<file path="src/rtl/tsh_pkg.sv">
`timescale 1ns/1ps
package tsh_pkg;
  localparam int          SLOT_BITS = 8;
  localparam logic [7:0]  FLAG_BYTE = 8'h7E;
  localparam logic [7:0]  ABORT_BYTE = 8'hFF;
  localparam logic [15:0] FCS_POLY  = 16'h8408;
  localparam logic [15:0] FCS_INIT  = 16'hFFFF;
  localparam int          STUFF_RUN = 5;

  typedef enum logic [2:0] {
    ST_FILL, ST_OPEN, ST_DATA, ST_FCS_LO, ST_FCS_HI, ST_CLOSE, ST_ABORT, ST_RAW
  } tx_st_e;
endpackage

</file>
<file path="src/rtl/tsh_fifo.sv">
`timescale 1ns/1ps
module tsh_fifo #(
  parameter int DEPTH = 64,
  parameter int W     = 9
) (
  input  logic         clk,
  input  logic         rst_n,
  input  logic         wr_en,
  input  logic [W-1:0] wr_data,
  input  logic         rd_pop,
  input  logic         cont,
  output logic [W-1:0] rd_data,
  output logic         empty,
  output logic         full,
  output logic         wr_drop
);
  localparam int AW = $clog2(DEPTH);
  localparam logic [AW:0] ONE = (AW+1)'(1);

  logic [W-1:0] mem [DEPTH];
  logic [AW:0]  wp_q, rp_q, cp_q, wp_n, rp_n, cp_n;
  logic         cont_q;

  assign empty   = (wp_q == rp_q);
  assign full    = (wp_q[AW] != rp_q[AW]) && (wp_q[AW-1:0] == rp_q[AW-1:0]);
  assign wr_drop = wr_en && full;
  assign rd_data = mem[cont ? cp_q[AW-1:0] : rp_q[AW-1:0]];

  always_comb begin
    wp_n = wp_q;
    rp_n = rp_q;
    cp_n = cp_q;
    if (wr_en && !full) wp_n = wp_q + ONE;
    if (cont_q && !cont)                rp_n = wp_q;   // leaving repeat: drop stored bytes
    else if (rd_pop && !cont && !empty) rp_n = rp_q + ONE;
    if (!cont)                cp_n = rp_n;            // cursor follows read pointer
    else if (rd_pop && !empty) cp_n = ((cp_q + ONE) == wp_q) ? rp_q : (cp_q + ONE);
  end

  always_ff @(posedge clk or negedge rst_n) begin
    if (!rst_n) begin
      wp_q   <= '0;
      rp_q   <= '0;
      cp_q   <= '0;
      cont_q <= 1'b0;
    end else begin
      wp_q   <= wp_n;
      rp_q   <= rp_n;
      cp_q   <= cp_n;
      cont_q <= cont;
    end
  end

  always_ff @(posedge clk) begin
    if (wr_en && !full) mem[wp_q[AW-1:0]] <= wr_data;
  end
endmodule

</file>
<file path="src/rtl/tsh_slot_timer.sv">
`timescale 1ns/1ps
module tsh_slot_timer #(
  parameter int SLOTS     = 24,
  parameter int SLOT_BITS = 8
) (
  input  logic             clk,
  input  logic             rst_n,
  input  logic             bit_en,
  input  logic             fsync,
  input  logic [SLOTS-1:0] slot_en,
  output logic             take
);
  localparam int SW = $clog2(SLOTS);
  localparam int BW = $clog2(SLOT_BITS);
  localparam logic [SW-1:0] SLOT_LAST = SW'(SLOTS - 1);
  localparam logic [BW-1:0] BIT_LAST  = BW'(SLOT_BITS - 1);

  logic          synced_q, synced_n;
  logic [SW-1:0] slot_q, slot_n;
  logic [BW-1:0] bidx_q, bidx_n;

  assign take = bit_en && !fsync && synced_q && slot_en[slot_q];

  always_comb begin
    synced_n = synced_q;
    slot_n   = slot_q;
    bidx_n   = bidx_q;
    if (bit_en && fsync) begin
      synced_n = 1'b1;
      slot_n   = '0;
      bidx_n   = '0;
    end else if (bit_en && synced_q) begin
      if (bidx_q == BIT_LAST) begin
        bidx_n = '0;
        slot_n = (slot_q == SLOT_LAST) ? '0 : slot_q + SW'(1);
      end else begin
        bidx_n = bidx_q + BW'(1);
      end
    end
  end

  always_ff @(posedge clk or negedge rst_n) begin
    if (!rst_n) begin
      synced_q <= 1'b0;
      slot_q   <= '0;
      bidx_q   <= '0;
    end else begin
      synced_q <= synced_n;
      slot_q   <= slot_n;
      bidx_q   <= bidx_n;
    end
  end
endmodule

</file>
<file path="src/rtl/tsh_tx_engine.sv">
`timescale 1ns/1ps
module tsh_tx_engine import tsh_pkg::*; (
  input  logic       clk,
  input  logic       rst_n,
  input  logic       take,
  input  logic       cfg_raw,
  input  logic       cfg_fill_flag,
  input  logic [7:0] cfg_idle,
  input  logic       fifo_empty,
  input  logic [8:0] fifo_data,
  output logic       fifo_pop,
  output logic       ser_out,
  output logic       ser_vld,
  output logic       udr_flag
);
  tx_st_e      st_q, st_n, dec_st, st_now;
  logic [7:0]  sh_q, sh_n, dec_byte, fill_byte;
  logic [2:0]  bcnt_q, bcnt_n, ones_q, ones_n;
  logic [15:0] crc_q, crc_n, crc_src;
  logic        eof_q, eof_n, udr_q, udr_n, so_q, so_n, sv_q;
  logic        dec_pop, dec_eof, dec_udr, dec_init, bit_now, stf_now, stuff, at_byte;

  assign fill_byte = (cfg_fill_flag && !cfg_raw) ? FLAG_BYTE : cfg_idle;
  assign at_byte   = (bcnt_q == 3'd0);
  assign stuff     = (ones_q == 3'(STUFF_RUN));

  // byte decision, taken when the first bit of the next byte is due
  always_comb begin
    dec_st   = ST_FILL;
    dec_byte = fill_byte;
    dec_pop  = 1'b0;
    dec_eof  = eof_q;
    dec_udr  = 1'b0;
    dec_init = 1'b0;
    case (st_q)
      ST_OPEN, ST_DATA: begin
        if (st_q == ST_DATA && eof_q) begin
          dec_st   = ST_FCS_LO;
          dec_byte = ~crc_q[7:0];
        end else if (!fifo_empty) begin
          dec_st   = ST_DATA;
          dec_byte = fifo_data[7:0];
          dec_eof  = fifo_data[8];
          dec_pop  = 1'b1;
        end else begin
          dec_st   = ST_ABORT;
          dec_byte = ABORT_BYTE;
          dec_udr  = 1'b1;
        end
      end
      ST_FCS_LO: begin
        dec_st   = ST_FCS_HI;
        dec_byte = ~crc_q[15:8];
      end
      ST_FCS_HI: begin
        dec_st   = ST_CLOSE;
        dec_byte = FLAG_BYTE;
      end
      default: begin
        if (!fifo_empty) begin
          if (cfg_raw) begin
            dec_st   = ST_RAW;
            dec_byte = fifo_data[7:0];
            dec_pop  = 1'b1;
          end else begin
            dec_st   = ST_OPEN;
            dec_byte = FLAG_BYTE;
            dec_init = 1'b1;
          end
        end
      end
    endcase
  end

  always_comb begin
    bit_now = at_byte ? dec_byte[0] : sh_q[0];
    st_now  = at_byte ? dec_st : st_q;
    stf_now = (st_now == ST_DATA) || (st_now == ST_FCS_LO) || (st_now == ST_FCS_HI);
    crc_src = (at_byte && dec_init) ? FCS_INIT : crc_q;
    st_n   = st_q;
    sh_n   = sh_q;
    bcnt_n = bcnt_q;
    ones_n = ones_q;
    crc_n  = crc_q;
    eof_n  = eof_q;
    udr_n  = udr_q;
    so_n   = so_q;
    if (take) begin
      if (stuff) begin
        so_n   = 1'b0;
        ones_n = 3'd0;
      end else begin
        so_n   = bit_now;
        bcnt_n = bcnt_q + 3'd1;
        ones_n = (stf_now && bit_now) ? ones_q + 3'd1 : 3'd0;
        crc_n  = (st_now == ST_DATA) ?
                 ({1'b0, crc_src[15:1]} ^ ((crc_src[0] ^ bit_now) ? FCS_POLY : 16'h0000)) :
                 crc_src;
        if (at_byte) begin
          st_n  = dec_st;
          sh_n  = {1'b0, dec_byte[7:1]};
          eof_n = dec_eof;
          udr_n = udr_q | dec_udr;
        end else begin
          sh_n = {1'b0, sh_q[7:1]};
        end
      end
    end
  end

  assign fifo_pop = take && !stuff && at_byte && dec_pop;
  assign ser_out  = so_q;
  assign ser_vld  = sv_q;
  assign udr_flag = udr_q;

  always_ff @(posedge clk or negedge rst_n) begin
    if (!rst_n) begin
      st_q   <= ST_FILL;
      sh_q   <= '0;
      bcnt_q <= '0;
      ones_q <= '0;
      crc_q  <= FCS_INIT;
      eof_q  <= 1'b0;
      udr_q  <= 1'b0;
      so_q   <= 1'b0;
      sv_q   <= 1'b0;
    end else begin
      st_q   <= st_n;
      sh_q   <= sh_n;
      bcnt_q <= bcnt_n;
      ones_q <= ones_n;
      crc_q  <= crc_n;
      eof_q  <= eof_n;
      udr_q  <= udr_n;
      so_q   <= so_n;
      sv_q   <= take;
    end
  end
endmodule

</file>
<file path="src/rtl/slot_hdlc_tx.sv">
`timescale 1ns/1ps
module slot_hdlc_tx import tsh_pkg::*; #(
  parameter int SLOTS      = 24,
  parameter int FIFO_DEPTH = 64
) (
  input  logic             clk,
  input  logic             rst_n,
  input  logic             wr_en,
  input  logic [7:0]       wr_data,
  input  logic             wr_eof,
  input  logic             cfg_raw,
  input  logic             cfg_cont,
  input  logic             cfg_fill_flag,
  input  logic [7:0]       cfg_idle,
  input  logic [SLOTS-1:0] slot_en,
  input  logic             bit_en,
  input  logic             fsync,
  output logic             ser_out,
  output logic             ser_vld,
  output logic             ovf_flag,
  output logic             udr_flag
);
  localparam int ENTRY_W = 8 + 1;

  logic               fifo_full, fifo_empty, fifo_pop, wr_drop, take;
  logic [ENTRY_W-1:0] fifo_rdata;
  logic               ovf_q, ovf_n;

  tsh_fifo #(.DEPTH(FIFO_DEPTH), .W(ENTRY_W)) u_fifo (
    .clk     (clk),
    .rst_n   (rst_n),
    .wr_en   (wr_en),
    .wr_data ({wr_eof, wr_data}),
    .rd_pop  (fifo_pop),
    .cont    (cfg_cont && cfg_raw),
    .rd_data (fifo_rdata),
    .empty   (fifo_empty),
    .full    (fifo_full),
    .wr_drop (wr_drop)
  );

  tsh_slot_timer #(.SLOTS(SLOTS), .SLOT_BITS(SLOT_BITS)) u_tim (
    .clk     (clk),
    .rst_n   (rst_n),
    .bit_en  (bit_en),
    .fsync   (fsync),
    .slot_en (slot_en),
    .take    (take)
  );

  tsh_tx_engine u_eng (
    .clk           (clk),
    .rst_n         (rst_n),
    .take          (take),
    .cfg_raw       (cfg_raw),
    .cfg_fill_flag (cfg_fill_flag),
    .cfg_idle      (cfg_idle),
    .fifo_empty    (fifo_empty),
    .fifo_data     (fifo_rdata),
    .fifo_pop      (fifo_pop),
    .ser_out       (ser_out),
    .ser_vld       (ser_vld),
    .udr_flag      (udr_flag)
  );

  assign ovf_n    = ovf_q | wr_drop;
  assign ovf_flag = ovf_q;

  always_ff @(posedge clk or negedge rst_n) begin
    if (!rst_n) ovf_q <= 1'b0;
    else        ovf_q <= ovf_n;
  end
endmodule

</file>
<file path="config.mk">
export PLATFORM = sky130hd
export DESIGN_NAME = slot_hdlc_tx
export DESIGN_NICKNAME = d
export VERILOG_FILES = /design/src/rtl/tsh_pkg.sv /design/src/rtl/tsh_fifo.sv /design/src/rtl/tsh_slot_timer.sv /design/src/rtl/tsh_tx_engine.sv /design/src/rtl/slot_hdlc_tx.sv
export SDC_FILE = /design/constraint.sdc
export NUM_CORES = 1
export LEC_CHECK = 0
export BUFFER_PORTS_ARGS = -buffer_cell sky130_fd_sc_hd__clkbuf_2
export CAP_MARGIN = 20
export CORE_ASPECT_RATIO = 0.6
export CORE_UTILIZATION = 60
export DETAILED_ROUTE_END_ITERATION = 8
export PLACE_DENSITY = 0.74
export SLEW_MARGIN = 20
export SYNTH_ARGS = -nofsm -noshare
export SYNTH_HDL_FRONTEND = slang
export SYNTH_HIERARCHICAL = 1
export SYNTH_SLANG_ARGS = --single-unit
</file>
<file path="constraint.sdc">
create_clock -name clk -period 4.3 [get_ports clk]
set_clock_uncertainty 0.2 [all_clocks]
set_input_delay 0.215 -clock clk [delete_from_list [all_inputs] [get_ports clk]]
set_output_delay 0.215 -clock clk [all_outputs]
set_load 0.05 [all_outputs]
</file>
==> impl_metrics.yaml <==
status:
  failed_checks: "design-rule violations, negative hold slack"
  outcome: "finished, violations left"
min_path:
  min_from: "wr_data[3]"
  hold_depth: 1
  hold_class: "input port to flop"
  whs_endpoint: "u_fifo/mem[29][3]"
logic_synthesis:
  ys_seq_elements: 644
  synth-edff-count: 576
  yosys_warnings: 6
  synthFlopType: "edfxtp_1"
  synth_compound_gate_area_share: 0.0748
  ys_seq_area_frac: 0.709
  yosys.area_share.simple: 0.0489
  synthCells: 1517
  synthAdderAreaFrac: 0.00467
  synth_mux_area_frac: 0.130
  yosysUniqueCellTypes: 79
  synth_top_family_by_area: "multiplexers"
  synthesis.nets: 1576
  synthesis.area_um2: 26800
  synth_xor_xnor_area_share: 0.0120
  synth_area_per_cell_um2: 17.7
  ys_async_sr_fraction: 0.106
global_routing:
  grt_max_degree: 69
  grt_usage: 0.297
  grt_pass1_vias: 15100
  grt-ovfl-total: 0
  grt_pass1_wl_um: 98600
  antenna_found_initial: 1
die:
  die_h_um: 166
  core_area_um2: 43700
  initial_utilization: 0.614
  die_area_um2: 45600
  die_x_um: 275
  row_count: 59
  ioPinCount: 53
power:
  peakVddDrop_v: 0.000427
  power_density_nw_per_um2: 612
  p_leak_nw: 10.3
  power_mw: 18.7
setup_path:
  crit_family: "buffers and inverters"
  crit_path_max_fanout: 36
  reg2reg_depth: 13
  crit_required_ns: 4.57
  r2r-end: "u_fifo/cp_q[5]"
  cpMaxStageDelayCell: "or4_1"
  worst_r2r_startpoint: "u_tim/slot_q[1]"
  cpMostUsedCell: "buf_12"
  endpoint_kind: "flop"
  crit_path_start_kind: "input port"
  path_cells: "dlygate4sd3_1, clkbuf_2, and2_2, buf_12, mux2i_4, buf_4, buf_12, mux4_2, a22oi_1, a21oi_1, or4_1, a32oi_1, a221o_1, o22ai_1, a22o_1"
  path_buf_inv: 5
  ff2ff_setup_slack_ns: 0.25
  critPathKind: "input port to flop"
  cpPeakStageDelay_ns: 0.63
  arrival_ns: 4.46
flow_run:
  maxCapViolCount: 0
sta:
  slew_headroom: 0.283
  post-route-period-util: 0.974
  setup_viol_count_final: 0
  fin_crit_ns: 4.19
  hold_violations: 12
  worst_pin_slew_ns: 1.08
  fmax_ghz: 0.239
  hold_ws_ns: -0.0189
  fin_ws_ns: 0.113
  slew_violations: 0
detailed_routing:
  firstDrtPassIters: 8
  routed_via_density: 6.84
  totalWireLength_um: 66200
  antenna_left: 0
  m1WireLength_um: 27900
  top_layer_used: "met5"
  via_count: 15800
  wl_met2_um: 27900
  avgRoutedWirePerCell_um: 28.7
  drtIter0Drc: 2524
  wl_met3_um: 9320
  route.detailed.drc: 1
clocking:
  clkTransAtPathRegs_ns: 0.08
  clockBufferDepth: 3
  h-tree-depth: 2
  cts_tree: "done"
  cts_root_buffer: "clkbuf_16"
  insertion_delay_ns: 0.59
  cts_sinks: 644
  cts_buffers: 54
layout:
  final_common_cell: "edfxtp_1"
  syn2layout_area_growth_pct: 14.0
  instances_no_fill: 2309
  antenna_cells: 0
  nNetsFinal: 1747
  drive_gt1_frac: 0.268
  fin_util: 0.700
  final_cell_mix: "edfxtp_1 (576), mux4_2 (147), buf_4 (134)"
placement:
  port_buffers: 52
  hpwl_um: 43000
  finalWeightedCongestion: 0.939
  dpl_worst_slack_ns: -0.00278
  dpl.cell_count: 2186
[registers in the layout (all words and copies together) (netlist names)]
name,count
ovf_flag,1
u_eng/bcnt_q,3
u_eng/crc_q,16
u_eng/eof_q,1
u_eng/ones_q,3
u_eng/ser_out,1
u_eng/ser_vld,1
u_eng/sh_q,7
u_eng/st_q,3
u_eng/udr_flag,1
u_fifo/cont_q,1
u_fifo/cp_q,7
u_fifo/mem,576
u_fifo/rp_q,7
u_fifo/wp_q,7
u_tim/bidx_q,3
u_tim/slot_q,5
u_tim/synced_q,1
[cell families (layout without fill, tap and decap cells)]
kind of cell             Yosys count  after routing
flip-flops                       644            644
AND/OR/NAND/NOR                  267            267
XOR/XNOR                          32             32
adder cells (fa/ha/maj)           10             10
multiplexers                     161            161
AO/OA/AOI/OAI                    288            288
buffers and inverters            115            328
[worst max path at each step]
| stage | from | to | slack, ns | depth (start not counted) |
|---|---|---|---|---|
| 5_1_grt | cfg_raw | u_eng/crc_q[10] | -0.0006 | 14 |
| 3_5_place_dp | cfg_raw | u_eng/crc_q[10] | -0.003 | 13 |
| 4_1_cts | cfg_raw | u_eng/crc_q[10] | 0.04 | 14 |
| 2_1_floorplan | cfg_cont | u_eng/crc_q[10] | 0.60 | 13 |
| 6_report | cfg_raw | u_eng/sh_q[6] | 0.11 | 15 |
| 3_3_place_gp | cfg_raw | u_eng/sh_q[3] | 0.02 | 14 |
[where the power goes]
group	total [mW]	internal (mW)	switching (mW)
logic	6.08	2.74	3.34
registers	7.74	7.30	0.436
clock network	4.89	2.71	2.18
total	18.7	12.7	5.96
[cell type report]
| cell class | count | area, µm² |
|---|---|---|
| sequential | 644 | 19000 |
| fill | 2719 | 13100 |
| timing repair buffer | 209 | 1670 |
| clock buffer | 68 | 1430 |
| multi-input combinational | 758 | 7360 |
| inverter | 21 | 78.8 |
| tap | 579 | 724 |
| clock inverter | 30 | 300 |
[per-stage QoR]
step | TNS [ns] | hold WS (ns) | instance area, µm²
final | 0 | -0.0189 | 30600
after global routing | -0.000557 | 0.00297 | 30600
after CTS | 0 | 0.0140 | 30400
after detailed placement | -0.00278 | 0.192 | 28600
after global placement | 0 | 0.180 | 28600
after floorplan | 0 | -0.281 | 26800
[synth_stat cells, types with 8 or more instances]
library cell / number / area (µm²)
a21o_1: 10 / 75.1
a21oi_1: 70 / 350
a221oi_1: 8 / 70.1
a22oi_1: 77 / 578
a2bb2oi_1: 8 / 70.1
buf_2: 21 / 105
clkbuf_1: 56 / 210
dfrtp_1: 52 / 1300
dfstp_2: 16 / 420
edfxtp_1: 576 / 17300
ha_1: 10 / 125
inv_1: 21 / 78.8
mux4_2: 147 / 3310
nand2_1: 43 / 161
nand3_1: 20 / 100
nand3b_1: 9 / 67.6
nor2_1: 117 / 439
nor2b_1: 14 / 87.6
nor3_1: 10 / 50.1
o21ai_0: 31 / 155
o22a_1: 13 / 114
or4_1: 10 / 75.1
xnor2_1: 21 / 184
xor2_1: 8 / 70.1
[layer usage]
| layer | vias up | track usage |
|---|---|---|
| met3 | 106 | 0.0807 |
| met1 | 8058 | 0.498 |
| met4 | 2 | 0.0502 |
| met5 | - | 0 |
| met2 | 1128 | 0.394 |
| li1 | 6507 | - |
[what timing repair did]
action	4_1_cts	5_1_grt
setup endpoints to repair	0	18
resized for setup	0	4
hold buffers	9	0
buffers inserted	0	15
endpoints found under the hold margin	77	0
No activity file was read; power rests on OpenSTA's default activity.
